**src/rtl/tlb_sa.sv**
```systemverilog
`timescale 1ns/1ps
module tlb_sa #(
  parameter int VA_W   = 14,
  parameter int OFS_W  = 6,
  parameter int PPN_W  = 6,
  parameter int PERM_W = 3,
  parameter int SETS   = 4,
  parameter int WAYS   = 4,
  localparam int VPN_W = VA_W - OFS_W,
  localparam int IDX_W = $clog2(SETS),
  localparam int TAG_W = VPN_W - IDX_W,
  localparam int WAY_W = $clog2(WAYS),
  localparam int PA_W  = PPN_W + OFS_W
) (
  input  logic              clk,
  input  logic              rst_n,
  input  logic              lk_valid,
  input  logic [VA_W-1:0]   lk_vaddr,
  input  logic              fill_valid,
  input  logic [VPN_W-1:0]  fill_vpn,
  input  logic [PPN_W-1:0]  fill_ppn,
  input  logic [PERM_W-1:0] fill_perm,
  input  logic              flush,
  output logic              rsp_valid,
  output logic              rsp_hit,
  output logic [PA_W-1:0]   rsp_paddr,
  output logic [PERM_W-1:0] rsp_perm
);

  logic [WAYS-1:0]   v_q    [SETS];
  logic [TAG_W-1:0]  tag_q  [SETS][WAYS];
  logic [PPN_W-1:0]  ppn_q  [SETS][WAYS];
  logic [PERM_W-1:0] perm_q [SETS][WAYS];
  logic [WAY_W-1:0]  rr_q   [SETS];

  wire [IDX_W-1:0] idx_l = lk_vaddr[OFS_W +: IDX_W];
  wire [TAG_W-1:0] tag_l = lk_vaddr[OFS_W+IDX_W +: TAG_W];
  wire [IDX_W-1:0] idx_f = fill_vpn[IDX_W-1:0];
  wire [TAG_W-1:0] tag_f = fill_vpn[IDX_W +: TAG_W];
  wire             do_fill = fill_valid && !flush;

  logic [WAYS-1:0]   match_l;
  logic [PPN_W-1:0]  hit_ppn;
  logic [PERM_W-1:0] hit_perm;

  always_comb begin
    hit_ppn  = '0;
    hit_perm = '0;
    for (int w = 0; w < WAYS; w++) begin
      match_l[w] = v_q[idx_l][w] && (tag_q[idx_l][w] == tag_l);
      if (match_l[w]) begin
        hit_ppn  = hit_ppn  | ppn_q[idx_l][w];
        hit_perm = hit_perm | perm_q[idx_l][w];
      end
    end
  end

  wire hit_l = |match_l;

  logic             dup_any, inv_any;
  logic [WAY_W-1:0] dup_way, inv_way, victim;

  always_comb begin
    dup_any = 1'b0;
    inv_any = 1'b0;
    dup_way = '0;
    inv_way = '0;
    for (int w = WAYS-1; w >= 0; w--) begin
      if (v_q[idx_f][w] && tag_q[idx_f][w] == tag_f) begin
        dup_any = 1'b1;
        dup_way = WAY_W'(w);
      end
      if (!v_q[idx_f][w]) begin
        inv_any = 1'b1;
        inv_way = WAY_W'(w);
      end
    end
    if (dup_any)      victim = dup_way;
    else if (inv_any) victim = inv_way;
    else              victim = rr_q[idx_f];
  end

  always_ff @(posedge clk) begin
    if (!rst_n) begin
      v_q       <= '{default: '0};
      rr_q      <= '{default: '0};
      rsp_valid <= 1'b0;
      rsp_hit   <= 1'b0;
      rsp_paddr <= '0;
      rsp_perm  <= '0;
    end else begin
      rsp_valid <= lk_valid;
      rsp_hit   <= lk_valid && hit_l;
      rsp_paddr <= (lk_valid && hit_l) ? {hit_ppn, lk_vaddr[OFS_W-1:0]} : '0;
      rsp_perm  <= (lk_valid && hit_l) ? hit_perm : '0;
      if (flush) begin
        v_q <= '{default: '0};
      end else if (fill_valid) begin
        v_q[idx_f][victim] <= 1'b1;
        if (!dup_any && !inv_any)
          rr_q[idx_f] <= (rr_q[idx_f] == WAY_W'(WAYS-1)) ? '0 : rr_q[idx_f] + 1'b1;
      end
    end
  end

  always_ff @(posedge clk) begin
    if (do_fill) begin
      tag_q[idx_f][victim]  <= tag_f;
      ppn_q[idx_f][victim]  <= fill_ppn;
      perm_q[idx_f][victim] <= fill_perm;
    end
  end

  p_unique_tag_r7: assert property (@(posedge clk) disable iff (!rst_n)
    $onehot0(match_l));

  p_rsp_due_r5: assert property (@(posedge clk) disable iff (!rst_n)
    lk_valid |=> rsp_valid);

  p_rsp_idle_r5: assert property (@(posedge clk) disable iff (!rst_n)
    !lk_valid |=> (!rsp_valid && !rsp_hit));

  p_offset_pass_r3: assert property (@(posedge clk) disable iff (!rst_n)
    lk_valid |=> (!rsp_hit || rsp_paddr[OFS_W-1:0] == $past(lk_vaddr[OFS_W-1:0])));

  p_miss_zero_r4: assert property (@(posedge clk) disable iff (!rst_n)
    (rsp_valid && !rsp_hit) |-> (rsp_paddr == '0 && rsp_perm == '0));

  p_flush_empties_r10: assert property (@(posedge clk) disable iff (!rst_n)
    flush ##1 lk_valid |=> !rsp_hit);

endmodule

```
**config.mk**
```make
export PLATFORM = sky130hd
export DESIGN_NAME = tlb_sa
export DESIGN_NICKNAME = d
export VERILOG_FILES = /design/src/rtl/tlb_sa.sv
export SDC_FILE = /design/constraint.sdc
export NUM_CORES = 1
export LEC_CHECK = 0
export ABC_AREA = 1
export BUFFER_PORTS_ARGS = -buffer_cell sky130_fd_sc_hd__buf_2
export CORE_ASPECT_RATIO = 1.25
export CORE_MARGIN = 4
export CORE_UTILIZATION = 45
export DETAILED_ROUTE_END_ITERATION = 8
export PLACE_DENSITY = 0.66
export SLEW_MARGIN = 20
export SYNTH_ARGS = -nofsm -noshare
export SYNTH_HDL_FRONTEND = slang
export SYNTH_SLANG_ARGS = --single-unit
```
**constraint.sdc**
```tcl
create_clock -name clk -period 3.3 [get_ports clk]
set_input_delay 0.66 -clock clk [delete_from_list [all_inputs] [get_ports clk]]
set_output_delay 0.66 -clock clk [all_outputs]
set_load 0.05 [all_outputs]
```
# After elaboration in Yosys (flattened, before gate mapping)
# Memories as Yosys holds them, arrays and structs flattened.
# Cells that the tools add are included.
# totals
ramBits	240
n_memories	3
ff_bits	41
inputBits	36
elab_cells	115
output_inout_bits	17
# mem_list
memory	depth	width	read_ports	rd_ports_with_merged_regs	wr	line_no	rtl
ppn_q	4	24	1	0	1	32	logic [PPN_W-1:0] ppn_q [SETS][WAYS];
tag_q	4	24	2	0	1	31	logic [TAG_W-1:0] tag_q [SETS][WAYS];
perm_q	4	12	1	0	1	33	logic [PERM_W-1:0] perm_q [SETS][WAYS];
# classes
muxes	50
add_sub_neg	1
order_cmp	7
reduce_logical	21
n_bitwise	12
eq_ne	9
# op_table
operator	count
== test 6 bit	8
two-way mux 6 bit	5
two-way mux 2 bit	14
two-way mux 24 bit	1
two-way mux 4 bit	5
OR 6 bit	3
binary-select mux 4 bit (select 2 bit)	2
OR 16 bit	1
two-way mux 3 bit	5
logical AND 1 bit	14
demux 6 bit (select 2 bit)	1
two-way mux 12 bit	1
two-way mux 1 bit	10
>= comparator 3 bit, second input constant	3
NOT 2 -> 3 bit	3
OR 3 bit	3
bitwise mux 8 bit	1
demux 4 bit (select 2 bit)	1
demux 3 bit (select 2 bit)	1
less-than comparator 3 x 1 -> 1 bit, second input constant	2
binary-select mux 2 bit (select 2 bit)	1
demux 2 bit (select 2 bit)	1
OR reduction 4 bit	1
zero test 1 bit	3
9 further kinds	10

# Depth between registers and ports, before layout
# logic_depth
depth_word	17
ltp_mapped	18
ltp_nobuf	16

# Worst setup path before layout
# Ideal clock, no wire load.
# synth_path
path_kind	input to register
start	input fill_vpn[0]
end	memory perm_q[0][10] (netlist bit) (enable)
slack_ns	0.134
arrival_ns	2.779
n_path_buf	2
path_stages	12
required_time_ns	2.914
setup_ns	0.386
path_cell_list	buf_4 -> buf_2 -> nor2_2 -> nand2_1 -> nand3_1 -> and2_1 -> nand3_1 -> nand2_1 -> nand3_2 -> nand2_2 -> nand3_1 -> nor2_1
# synth_via
elab_chain_len	16
elab_cells_between_ends	41
classes_between	order compare: 2; eq/ne: 4; mux: 27; bitwise: 2; reduce/logical: 5; memory: 1
# synth_lines
item	line_no	rtl
start: declaration	20	input logic [VPN_W-1:0] fill_vpn,
NOT 2 -> 3 bit (not written as such)	69, 73, 80	
binary-select mux 4 bit (select 2 bit)	69, 73	
two-way mux 4 bit (not written as such) (2 in series)	69, 73	
two-way mux 2 bit (tied with other cells) (4 in series)	73	if (!v_q[idx_f][w]) begin
two-way mux 2 bit (tied with other cells)	79	else if (inv_any) victim = inv_way;
two-way mux 2 bit	78	if (dup_any) victim = dup_way;
NOT 2 -> 3 bit (not written as such)	110	perm_q[idx_f][victim] <= fill_perm;
>= comparator 3 bit (not written as such) / less-than comparator 3 x 1 -> 1 bit (equally long branches)	110	
logical AND 1 bit (not written as such)	110	
two-way mux 3 bit (not written as such)	110	
demux 3 bit (select 2 bit)	110	
two-way mux 12 bit (not written as such)	110	
end: declaration	33	
# Parallel ways exist; a longest one is shown, timed or not. The select of a mux whose other input is x is not followed.

# Final worst setup path
# layout_path
start	input fill_vpn[0]
end	memory tag_q[2][20] (netlist bit) (enable)
# layout_via
elab_chain_len	16
elab_cells_between_ends	41
classes_between	order compare: 2; eq/ne: 4; mux: 27; bitwise: 2; reduce/logical: 5; memory: 1
# layout_lines
item	line_no	rtl
NOT 2 -> 3 bit (not written as such)	69, 73, 80	
binary-select mux 4 bit (select 2 bit)	69, 73	
two-way mux 4 bit (not written as such) (2 in series)	69, 73	
two-way mux 2 bit (tied with other cells) (4 in series)	73	
two-way mux 2 bit (tied with other cells)	79	
two-way mux 2 bit	78	
NOT 2 -> 3 bit (not written as such)	108	tag_q[idx_f][victim] <= tag_f;
>= comparator 3 bit (not written as such) / less-than comparator 3 x 1 -> 1 bit (equally long branches)	108	
logical AND 1 bit (not written as such)	108	
two-way mux 6 bit (not written as such)	108	
demux 6 bit (select 2 bit)	108	
two-way mux 24 bit (not written as such)	108	
end: declaration	31	
# Parallel ways exist; a longest one is shown, timed or not. The select of a mux whose other input is x is not followed.

==> metrics.md <==
| Metric | Value |
|---|---|
| Status | `finished, final reports clean` |
| Gate Count Post-Synth | `1372` |
| Post-Syn Area | `12800 um^2` |
| Unrepaired setup endpoints after global routing | `false` |
| Worst-margin pin slew | `0.720 ns` |
| CTS-repair resized insts | `0` |
| Crit path time final | `2.78 ns` |
| CP Class | `in2reg` |
| #FFs+latches synth | `281` |
| Power density over the cells | `514 nW/um^2` |
| Final Cycle Share | `84.2%` |
| Final Hold Fails | `0` |
| Die ar. | `31200 um^2` |
| GRT Total Usage | `22.2%` |
| Vias | `10000` |
| Global-route wire length before repair | `54300 um` |
| Post-layout net count | `1486` |
| Core ar. | `27800 um^2` |
| Row cnt | `68` |
| Die W | `159 um` |
| Initial antenna violation count | `0` |
| Largest net degree at the start of global routing | `85` |
| Worst slew margin | `52.0%` |
| Pwr Total | `7.62 mW` |
| Share of layout cells above drive strength 1 | `13.4%` |
| Worst VDD drop | `0.400 mV` |
| Commonest cells post-synth | `nand2_1, edfxtp_1, nor2_1, nand3_1, o21ai_0` |
| Lkg Pwr | `5.86 nW` |
| Async SR Flop Fraction | `0%` |
| DRC viols | `0` |
| Remaining antenna violation count | `0` |
| Biggest area consumer among synthesized cells | `edfxtp_1` |
| Fin Hold WS | `0.325 ns` |
| Maximum clock rate | `360 MHz` |
| Top_reg_cell synth | `edfxtp_1` |
| Post-layout util | `53.3%` |
| Overflow after GRT | `0` |
| CTS clk-pin slew, worst paths | `0.06 ns` |
| Worst EP required | `3.54 ns` |
| Hold buffers post-CTS | `0` |
| Netlist cell types | `32` |
| Dpl cells | `1770` |
| Area contributors post-synth | `edfxtp_1, nand2_1, dfxtp_1` |
| Vias in the first global route | `9632` |
| Final HPWL DP | `23300 um` |
| Post-DP Area | `13900 um^2` |
| Top-Level Pins | `53` |
| N_diodes | `0` |
| Final setup violation count | `0` |
| Clk sinks | `281` |
| Layout area overhead | `15.9%` |
| Vias per cell | `5.49` |
| Number of setup buffers added after CTS | `0` |
| Clock latency at the later pin of the worst-skew pair | `0.55 ns` |
| Routed length per instance | `19.3 um` |
| Fin Setup TNS | `0 ns` |
| Layout Cell Area excl Fill | `14800 um^2` |
| Max clock buf depth | `3` |
| Post-synth top area share | `56.4%` |
| H-tree depth | `1` |
| CP Capture Type | `register` |
| Clock root buffer | `clkbuf_16` |
| Iteration-0 DRC Markers | `974` |
| CTS tree | `built` |
| Register area share after synthesis | `62.8%` |
| Worst slack, placed | `0.0161 ns` |
| Initial core utilization | `46.0%` |
| Hold WC Path Type | `in2reg` |
| Setup WS post-layout | `0.521 ns` |
| Mapped Avg Cell Area | `9.32 um^2` |
| CP arrival | `3.02 ns` |
| EDFF count, synth | `240` |
| Final WL | `35200 um` |
| Top-count cell post-synth | `nand2_1` |
| Layout fillers | `2465` |
| Syn nets | `1408` |
| Final Non-Filler Cells | `1822` |
| Die Y | `196 um` |
| Number of port buffers | `52` |
| Placer Congestion | `0.932` |
| Max Cap Viol | `0` |
| Count of pins over their slew limit | `0` |
| Clock skew | `0.0152 ns` |
| TritonRoute pass-1 iters | `5` |
| Yosys warning count | `0` |
| Crit path max fanout | `15` |
| Startpoint types | `input pin` |
| TritonCTS Buffers | `28` |
-- metal layers --
| layer | share of wire, % | GRT usage [%] | vias to the layer above |
|---|---|---|---|
| li1 | - | - | 4810 |
| met1 | 40 | 27.4 | 4724 |
| met2 | 50 | 40.0 | 395 |
| met3 | 6.0 | 2.78 | 78 |
| met4 | 3.8 | 8.62 | 0 |
| met5 | 0 | 0 | - |
-- report_power, final --
| part | leakage [nW] | internal (mW) | switching, mW |
|---|---|---|---|
| registers | 2.49 | 3.87 | 0.00621 |
| clock network | 0.457 | 1.83 | 1.33 |
| logic | 2.91 | 0.177 | 0.410 |
| total | 5.86 | 5.88 | 1.74 |
-- layout make-up --
cell class / instances / area, um^2 / area share, %
multi-input combinational: 972 / 4230 / 28.6
inverter: 51 / 195 / 1.32
clock buffer: 36 / 782 / 5.28
clock inverter: 16 / 140 / 0.945
timing repair buffer: 116 / 1010 / 6.79
sequential: 281 / 8030 / 54.2
tap: 350 / 438 / 2.95
-- cells in the final DEF (no fill, tap or decap), drive strengths merged, types with 32 or more instances in the layout --
master and n:
nand2 494, edfxtp 240, nor2 177, buf 116, nand3 92, o21ai 92, inv 51, o22ai 42
dfxtp 41, clkbuf 36, a21oi 32
-- cells by family after synthesis --
| kind of cell | Yosys count | synth area share (%) |
|---|---|---|
| compound gates | 169 | 7.09 |
| xor+xnor | 5 | 0.343 |
| buf+inv | 119 | 4.41 |
| flops | 281 | 62.8 |
| simple gates | 798 | 25.4 |
-- critical path: stages --
cell and delay, ns:
buf_2 0.14, buf_4 0.15, nand2_2 0.17, nor2_1 0.14, a21oi_1 0.05, nand2_1 0.17, nand2_1 0.08, nor2_1 0.10
nand2_1 0.05, nor2_1 0.24, nor2_1 0.13, nand2_1 0.12, buf_4 0.16, nand3_1 0.25, nor2_2 0.22, buf_12 0.18
-- final timing paths --
| check | slack, ns | depth (start not counted) | end | start |
|---|---|---|---|---|
| setup reg to reg | 0.76 | 15 | tag_q[2][20] | tag_q[2][15] |
| hold / removal | 0.32 | 3 | rsp_paddr[4] | lk_vaddr[4] |
| setup / recovery | 0.52 | 16 | tag_q[2][20] | fill_vpn[0] |
| hold reg to reg | 0.47 | 2 | v_q[0] | v_q[0] |
-- sequential cells by signal (all words and copies together), names as in the netlist --
signal,flops
ppn_q,96
tag_q,96
perm_q,48
v_q,16
rsp_paddr,12
rr_q,8
rsp_perm,3
rsp_hit,1
rsp_valid,1
(Power assumes the default switching activity.)
